==> config.mk <==
export PLATFORM = sky130hd
export DESIGN_NAME = flag_update_unit
export DESIGN_NICKNAME = d
export VERILOG_FILES = /design/src/rtl/flagu_pkg.sv /design/src/rtl/flagu_decode.sv /design/src/rtl/flagu_arith.sv /design/src/rtl/flagu_regs.sv /design/src/rtl/flag_update_unit.sv
export SDC_FILE = /design/constraint.sdc
export NUM_CORES = 1
export LEC_CHECK = 0
export ABC_AREA = 1
export BUFFER_PORTS_ARGS = -buffer_cell sky130_fd_sc_hd__buf_4
export CAP_MARGIN = 20
export CORE_MARGIN = 4
export CORE_UTILIZATION = 50
export DETAILED_ROUTE_END_ITERATION = 10
export PLACE_DENSITY_LB_ADDON = 0.3
export SYNTH_ARGS = -nofsm -noshare
export SYNTH_HDL_FRONTEND = slang
export SYNTH_HIERARCHICAL = 1
export SYNTH_SLANG_ARGS = --single-unit
export TNS_END_PERCENT = 20
==> constraint.sdc <==
create_clock -name clk -period 3.3 [get_ports clk]
set_clock_uncertainty 0.15 [all_clocks]
set_input_delay 0.33 -clock clk [delete_from_list [all_inputs] [get_ports clk]]
set_output_delay 0.33 -clock clk [all_outputs]
set_load 0.1 [all_outputs]
==> src/rtl/flagu_pkg.sv <==
package flagu_pkg;
   typedef enum logic [2:0] {
      OP_ADD     = 3'd0,
      OP_SUB     = 3'd1,
      OP_AND     = 3'd2,
      OP_CMP_SUB = 3'd3,
      OP_CMP_ADD = 3'd4,
      OP_TST_AND = 3'd5,
      OP_TST_XOR = 3'd6,
      OP_NOP     = 3'd7
   } flag_op_e;

   typedef struct packed {
      logic n;
      logic z;
      logic c;
      logic v;
   } nzcv_t;

   typedef struct packed {
      logic arith;    // adder path selected
      logic sub;      // adder subtracts
      logic log_xor;  // bitwise path is XOR rather than AND
      logic cmp;      // flag-only operation
      logic dp;       // data-processing operation
   } op_ctl_t;
endpackage

==> src/rtl/flagu_decode.sv <==
module flagu_decode
   import flagu_pkg::*;
(
   input  logic [2:0] op_i,
   output op_ctl_t    ctl_o
);
   flag_op_e op;
   assign op = flag_op_e'(op_i);

   always_comb begin
      ctl_o = '0;
      unique case (op)
         OP_ADD:     begin ctl_o.arith = 1'b1; ctl_o.dp = 1'b1; end
         OP_SUB:     begin ctl_o.arith = 1'b1; ctl_o.sub = 1'b1; ctl_o.dp = 1'b1; end
         OP_AND:     begin ctl_o.dp = 1'b1; end
         OP_CMP_SUB: begin ctl_o.arith = 1'b1; ctl_o.sub = 1'b1; ctl_o.cmp = 1'b1; end
         OP_CMP_ADD: begin ctl_o.arith = 1'b1; ctl_o.cmp = 1'b1; end
         OP_TST_AND: begin ctl_o.cmp = 1'b1; end
         OP_TST_XOR: begin ctl_o.cmp = 1'b1; ctl_o.log_xor = 1'b1; end
         default:    ctl_o = '0;
      endcase
   end
endmodule

==> src/rtl/flagu_arith.sv <==
module flagu_arith #(
   parameter int WIDTH          = 32,
   parameter bit CARRY_FROM_SUM = 1'b1
) (
   input  logic [WIDTH-1:0] a_i,
   input  logic [WIDTH-1:0] b_i,
   input  logic             sub_i,
   output logic [WIDTH-1:0] sum_o,
   output logic             cout_o,
   output logic             ovf_o
);
   localparam int MSB = WIDTH - 1;

   if (WIDTH < 2) begin : g_bad_width
      $error("flagu_arith: WIDTH must be at least 2");
   end

   logic [WIDTH-1:0] b_eff;
   assign b_eff = sub_i ? ~b_i : b_i;

   if (CARRY_FROM_SUM) begin : g_wide
      // One adder one bit wider than the operands; overflow from the signs.
      logic [WIDTH:0] ext;
      assign ext    = {1'b0, a_i} + {1'b0, b_eff} + {{WIDTH{1'b0}}, sub_i};
      assign sum_o  = ext[MSB:0];
      assign cout_o = ext[WIDTH];
      assign ovf_o  = (a_i[MSB] == b_eff[MSB]) && (ext[MSB] != a_i[MSB]);
   end else begin : g_msb
      // Lower bits added separately; the carries into and out of the top bit give V.
      logic [MSB:0] low;
      logic         c_in_msb;
      assign low      = {1'b0, a_i[MSB-1:0]} + {1'b0, b_eff[MSB-1:0]} + {{MSB{1'b0}}, sub_i};
      assign c_in_msb = low[MSB];
      assign sum_o    = {a_i[MSB] ^ b_eff[MSB] ^ c_in_msb, low[MSB-1:0]};
      assign cout_o   = (a_i[MSB] & b_eff[MSB]) | (c_in_msb & (a_i[MSB] ^ b_eff[MSB]));
      assign ovf_o    = c_in_msb ^ cout_o;
   end
endmodule

==> src/rtl/flagu_regs.sv <==
module flagu_regs
   import flagu_pkg::*;
(
   input  logic  clk,
   input  logic  rst,
   input  logic  upd_i,
   input  logic  keep_v_i,
   input  nzcv_t nxt_i,
   output nzcv_t flags_o
);
   nzcv_t flags_q;

   always_ff @(posedge clk) begin
      if (rst) begin
         flags_q <= '0;
      end else if (upd_i) begin
         flags_q.n <= nxt_i.n;
         flags_q.z <= nxt_i.z;
         flags_q.c <= nxt_i.c;
         flags_q.v <= keep_v_i ? flags_q.v : nxt_i.v;
      end
   end

   assign flags_o = flags_q;

   assert_reset_clear_R1: assert property (@(posedge clk) rst |=> (flags_o == '0))
      else $error("R1: flags not cleared by reset");

   assert_v_kept_R5: assert property (@(posedge clk) disable iff (rst)
      (upd_i && keep_v_i) |=> (flags_o.v == $past(flags_o.v)))
      else $error("R5: V changed on bitwise update");

   assert_idle_hold_R8: assert property (@(posedge clk) disable iff (rst)
      !upd_i |=> $stable(flags_o))
      else $error("R8: flags changed without update");
endmodule

==> src/rtl/flag_update_unit.sv <==
module flag_update_unit
   import flagu_pkg::*;
#(
   parameter int WIDTH          = 32,
   parameter bit CARRY_FROM_SUM = 1'b1
) (
   input  logic             clk,
   input  logic             rst,
   input  logic [2:0]       op_i,
   input  logic             set_flags_i,
   input  logic [WIDTH-1:0] opa_i,
   input  logic [WIDTH-1:0] opb_i,
   input  logic             shift_carry_i,
   output logic [WIDTH-1:0] result_o,
   output logic             wr_en_o,
   output logic [3:0]       flags_o
);
   localparam int MSB = WIDTH - 1;

   if (WIDTH < 2) begin : g_bad_width
      $error("flag_update_unit: WIDTH must be at least 2");
   end

   op_ctl_t          ctl;
   logic [WIDTH-1:0] sum;
   logic             cout;
   logic             ovf;
   logic [WIDTH-1:0] logic_res;
   logic             upd;
   nzcv_t            nxt;
   nzcv_t            flags_q;

   flagu_decode u_decode (
      .op_i  (op_i),
      .ctl_o (ctl)
   );

   flagu_arith #(.WIDTH(WIDTH), .CARRY_FROM_SUM(CARRY_FROM_SUM)) u_arith (
      .a_i    (opa_i),
      .b_i    (opb_i),
      .sub_i  (ctl.sub),
      .sum_o  (sum),
      .cout_o (cout),
      .ovf_o  (ovf)
   );

   assign logic_res = ctl.log_xor ? (opa_i ^ opb_i) : (opa_i & opb_i);

   always_comb begin
      if (!(ctl.cmp || ctl.dp)) result_o = '0;
      else if (ctl.arith)       result_o = sum;
      else                      result_o = logic_res;
   end

   assign wr_en_o = ctl.dp;
   assign upd     = ctl.cmp || (ctl.dp && set_flags_i);

   assign nxt.n = result_o[MSB];
   assign nxt.z = (result_o == '0);
   assign nxt.c = ctl.arith ? cout : shift_carry_i;
   assign nxt.v = ovf;

   flagu_regs u_regs (
      .clk      (clk),
      .rst      (rst),
      .upd_i    (upd),
      .keep_v_i (!ctl.arith),
      .nxt_i    (nxt),
      .flags_o  (flags_q)
   );

   assign flags_o = flags_q;

   assert_cmp_no_write_R6: assert property (@(posedge clk) disable iff (rst)
      (op_i inside {3'd3, 3'd4, 3'd5, 3'd6}) |-> !wr_en_o)
      else $error("R6: write strobe on compare or test");

   assert_dp_write_R7: assert property (@(posedge clk) disable iff (rst)
      (op_i <= 3'd2) |-> wr_en_o)
      else $error("R7: missing write strobe");

   assert_sub_carry_R4: assert property (@(posedge clk) disable iff (rst)
      (op_i == 3'd1 || op_i == 3'd3) |-> (cout == (opa_i >= opb_i)))
      else $error("R4: subtract carry is not the inverted borrow");

   assert_n_z_track_R2: assert property (@(posedge clk) disable iff (rst)
      ((op_i inside {3'd3, 3'd4, 3'd5, 3'd6}) || (op_i <= 3'd2 && set_flags_i))
      |=> (flags_o[3] == $past(result_o[MSB]) && flags_o[2] == ($past(result_o) == '0)))
      else $error("R2: N or Z does not follow the result");

   assert_nop_quiet_R9: assert property (@(posedge clk) disable iff (rst)
      (op_i == 3'd7) |-> (result_o == '0 && !wr_en_o))
      else $error("R9: no-operation produced output");
endmodule

==> summary.md <==
| Metric | Value |
|---|---|
| Pwr per Cell Area | `375 nW/um^2` |
| CTS Hold Bufs | `0` |
| Routed WL | `16,000 um` |
| Largest family of logic cells by synthesized area | `simple AND/OR/NAND/NOR gates` |
| Setup Viol. Count Final | `6` |
| FILL cells | `around 570` |
| Part of the power in registers | `0.024` |
| Post-Syn Area per Cell | `about 5.4 sq um` |
| P&R area growth vs syn | `53.3%` |
| DR vias | `5,743` |
| Req. time, crit path | `2.82 ns` |
| Max IR drop VDD | `around 0.00037 V` |
| Run status | `finished with violations` |
| Multiplexer share of the synthesized area | `0` |
| CTS sink count | `4` |
| Final Cycle Share | `1.01` |
| Synth top area share | `0.218` |
| TritonCTS Buffers | `3` |
| Setup TNS | `-0.133 ns` |
| First-pass GRT wire length | `24,600 um` |
| Worst EP arrival | `2.86 ns` |
| HPWL Detailed | `~12,000 um` |
| Post-Syn Instances | `766` |
| Max Cap Viol | `0` |
| Critical Path Sink Type | `primary output` |
| CP Class | `input port to primary output` |
| ANT cells | `0` |
| Unique masters post-synth | `30` |
| Synth Area in Compound Gates | `0.0885` |
| Ranking of synthesized cells by area | `nand2_1 22%, ha_1 19%, nor2_1 12%, xor2_1 10%, inv_1 8.5%` |
| WL per Instance | `15.3 um` |
| Full die area | `about 10000 sq um` |
| Initial core utilization | `0.525` |
| Core footprint | `7890 sq um` |
| Crit Path Max Fanout | `7` |
| Mapped Area | `approximately 4100 sq um` |
| Final Wtd Congestion | `0.933` |
| Row Count | `32` |
| Final min period | `roughly 3.3 ns` |
| Switching pwr | `1.43 mW` |
| Clock transition at the registers of the reported paths | `0.03 ns` |
| Antenna Nets Post-Route | `0` |
| Final Instance Area | `6350 sq um` |
| FF-to-FF setup slack | `between 2 and 2.5 ns` |
| Sequential fraction of the synthesis area | `0.0193` |
| Flops & latches, synth | `4` |
| Violated checks | `negative setup slack` |
| Yosys top cell by area | `nand2_1` |
| Crit path launch type | `input port` |
| Combinational fraction of design power | `0.933` |
| CTS tree | `yes` |
| Switching Fraction | `0.602` |
| Pleak | `3.50 nW` |
| XOR/XNOR share of the synthesized area | `0.110` |
| Top-count cell post-synth | `nand2_1` |
| Die span in y | `about 100 um` |
| Syn nets | `901` |
| Port bufs | `107` |
| Initial drt markers | `344` |
| # IOs | `around 110` |
| Worst Hold Class | `input port to flop` |
| Most common flop cell mapped by yosys | `dfxtp_1` |
| Drt via density | `5.48` |
| Htree depth | `1` |
| Synth Area in Simple Gates | `0.457` |
| Fin nets | `around 1,100` |
| Post-Synth Adder-Cell Area | `0.195` |
| Slew margin rel. | `0.582` |
| Max reg flops | `4` |
| All-Layer GR Usage | `0.298` |
| Vias in the first global route | `5,402` |
| Final worst slack | `-0.0441 ns` |
| Worst Tran Pin Value | `0.626 ns` |
| Ys Warns | `6` |
| DR DRC count | `0` |
| Die X | `99.0 um` |
| Slew Limit Fails | `0` |
| FMAX | `299 MHz` |
| Root Driver | `clkbuf_8` |
| Largest net degree at the start of global routing | `45` |
| Internal | `0.948 mW` |
| Initial antenna violation count | `0` |
| EDFF count, synth | `0` |
| Final hold viol count | `0` |
| Share of total power in the clock network | `0.043` |
| TritonRoute pass-1 iters | `6` |
| CTS max path bufs | `2` |
| Grt total ovfl | `0` |
| Synth async-reset ratio | `0` |
| Commonest cells post-synth | `240 x nand2_1, 131 x nor2_1, 94 x inv_1` |
| RSZ-0062 raised after global routing | `yes` |
| Fraction of layout cells with a size suffix above 1 | `0.340` |
| Worst-Skew Late Latency | `roughly 0.21 ns` |
| Post-Place Cell Area | `5460 sq um` |
## what timing repair did
item | CTS | global route
pin swaps | 42 | 30
hold endpoints to repair | 0 | 0
gates resized for setup | 116 | 62
setup buffers | 15 | 6
setup endpoints to repair | 23 | 26
gates cloned | 2 | 0
## routing by layer
metal  part of all wire  global-route usage
met3              0.079              0.0304
met4              0.022              0.0620
met5                  0                   0
met1               0.42               0.401
met2               0.47               0.511
## cell families after synthesis
| kind of cell | count (synthesis) |
|---|---|
| adders and majority gates | 64 |
| AOI/OAI and AO/OA | 65 |
| xor gates and xnor gates | 52 |
| buffers and inverters | 120 |
| and+or+nand+nor | 461 |
| DFF | 4 |
## worst max-delay path: stages
cell	delay (ns)
buf_6	0.08
inv_4	0.04
nand2_4	0.09
inv_8	0.06
buf_16	0.15
xor2_1	0.14
ha_1	0.36
nand2_1	0.10
o21ai_2	0.21
nand2_1	0.09
nand2_2	0.12
nand3_2	0.10
nand2_4	0.12
nand2_1	0.08
nand2_1	0.09
nand2_1	0.08
nand2_1	0.09
nor2_1	0.05
nor2_1	0.13
nand2_1	0.10
inv_2	0.08
buf_12	0.17
## stage by stage
stage | worst slack, ns | hold WS (ns) | power, mW | utilization | instances
after floorplan | -0.0489 | 0.350 | 1.36 | - | 766
after global placement | -0.234 | 0.328 | 1.87 | 0.692 | 1023
after detailed placement | -0.267 | 0.343 | 1.89 | 0.692 | 1023
after CTS | 0.00484 | 0.251 | 2.21 | 0.767 | 1042
after global routing | -0.216 | 0.273 | 2.52 | 0.805 | 1048
final | -0.0441 | 0.255 | 2.38 | 0.805 | 1048
## cell usage in the layout, fill, tap and decap left out, types with 12 or more instances in the layout
cell type	n
ha_1	53
inv_2	12
a21oi_2	18
buf_12	20
a21oi_1	13
nand3_1	52
o21ai_0	13
nor2_2	20
nand2_2	27
buf_4	169
nor2_1	113
inv_1	82
xor2_1	45
nand2_1	221
## power groups by stage
stage / combinational, mW / sequential (mW) / clock (mW)
after CTS: 2.05 / 0.0566 / 0.104
after global placement: 1.81 / 0.0572 / 0
final: 2.22 / 0.0567 / 0.102
after global routing: 2.36 / 0.0575 / 0.108
after detailed placement: 1.84 / 0.0574 / 0
after floorplan: 1.26 / 0.0951 / 0
## layout make-up
cell class / count / area [sq um] / share of cell area
inverter: 98 / 385 / 0.0607
sequential: 4 / 80.1 / 0.0126
multi-input combinational: 642 / 3900 / 0.614
timing repair buffer: 199 / 1820 / 0.286
tap: 102 / 128 / 0.0201
clock buffer: 3 / 41.3 / 0.00650
## path summary, 6_finish.rpt
| check | from | endpoint | cells after the start |
|---|---|---|---|
| setup / recovery | op_i[2] | result_o[30] | 22 |
| hold / removal | rst | u_regs/flags_o[0]$_SDFFE_PP0P_ | 4 |
| setup reg to reg | u_regs/flags_o[2]$_SDFFE_PP0P_ | u_regs/flags_o[2]$_SDFFE_PP0P_ | 2 |
| hold reg to reg | u_regs/flags_o[0]$_SDFFE_PP0P_ | u_regs/flags_o[0]$_SDFFE_PP0P_ | 2 |
(Power assumes the default switching activity.)
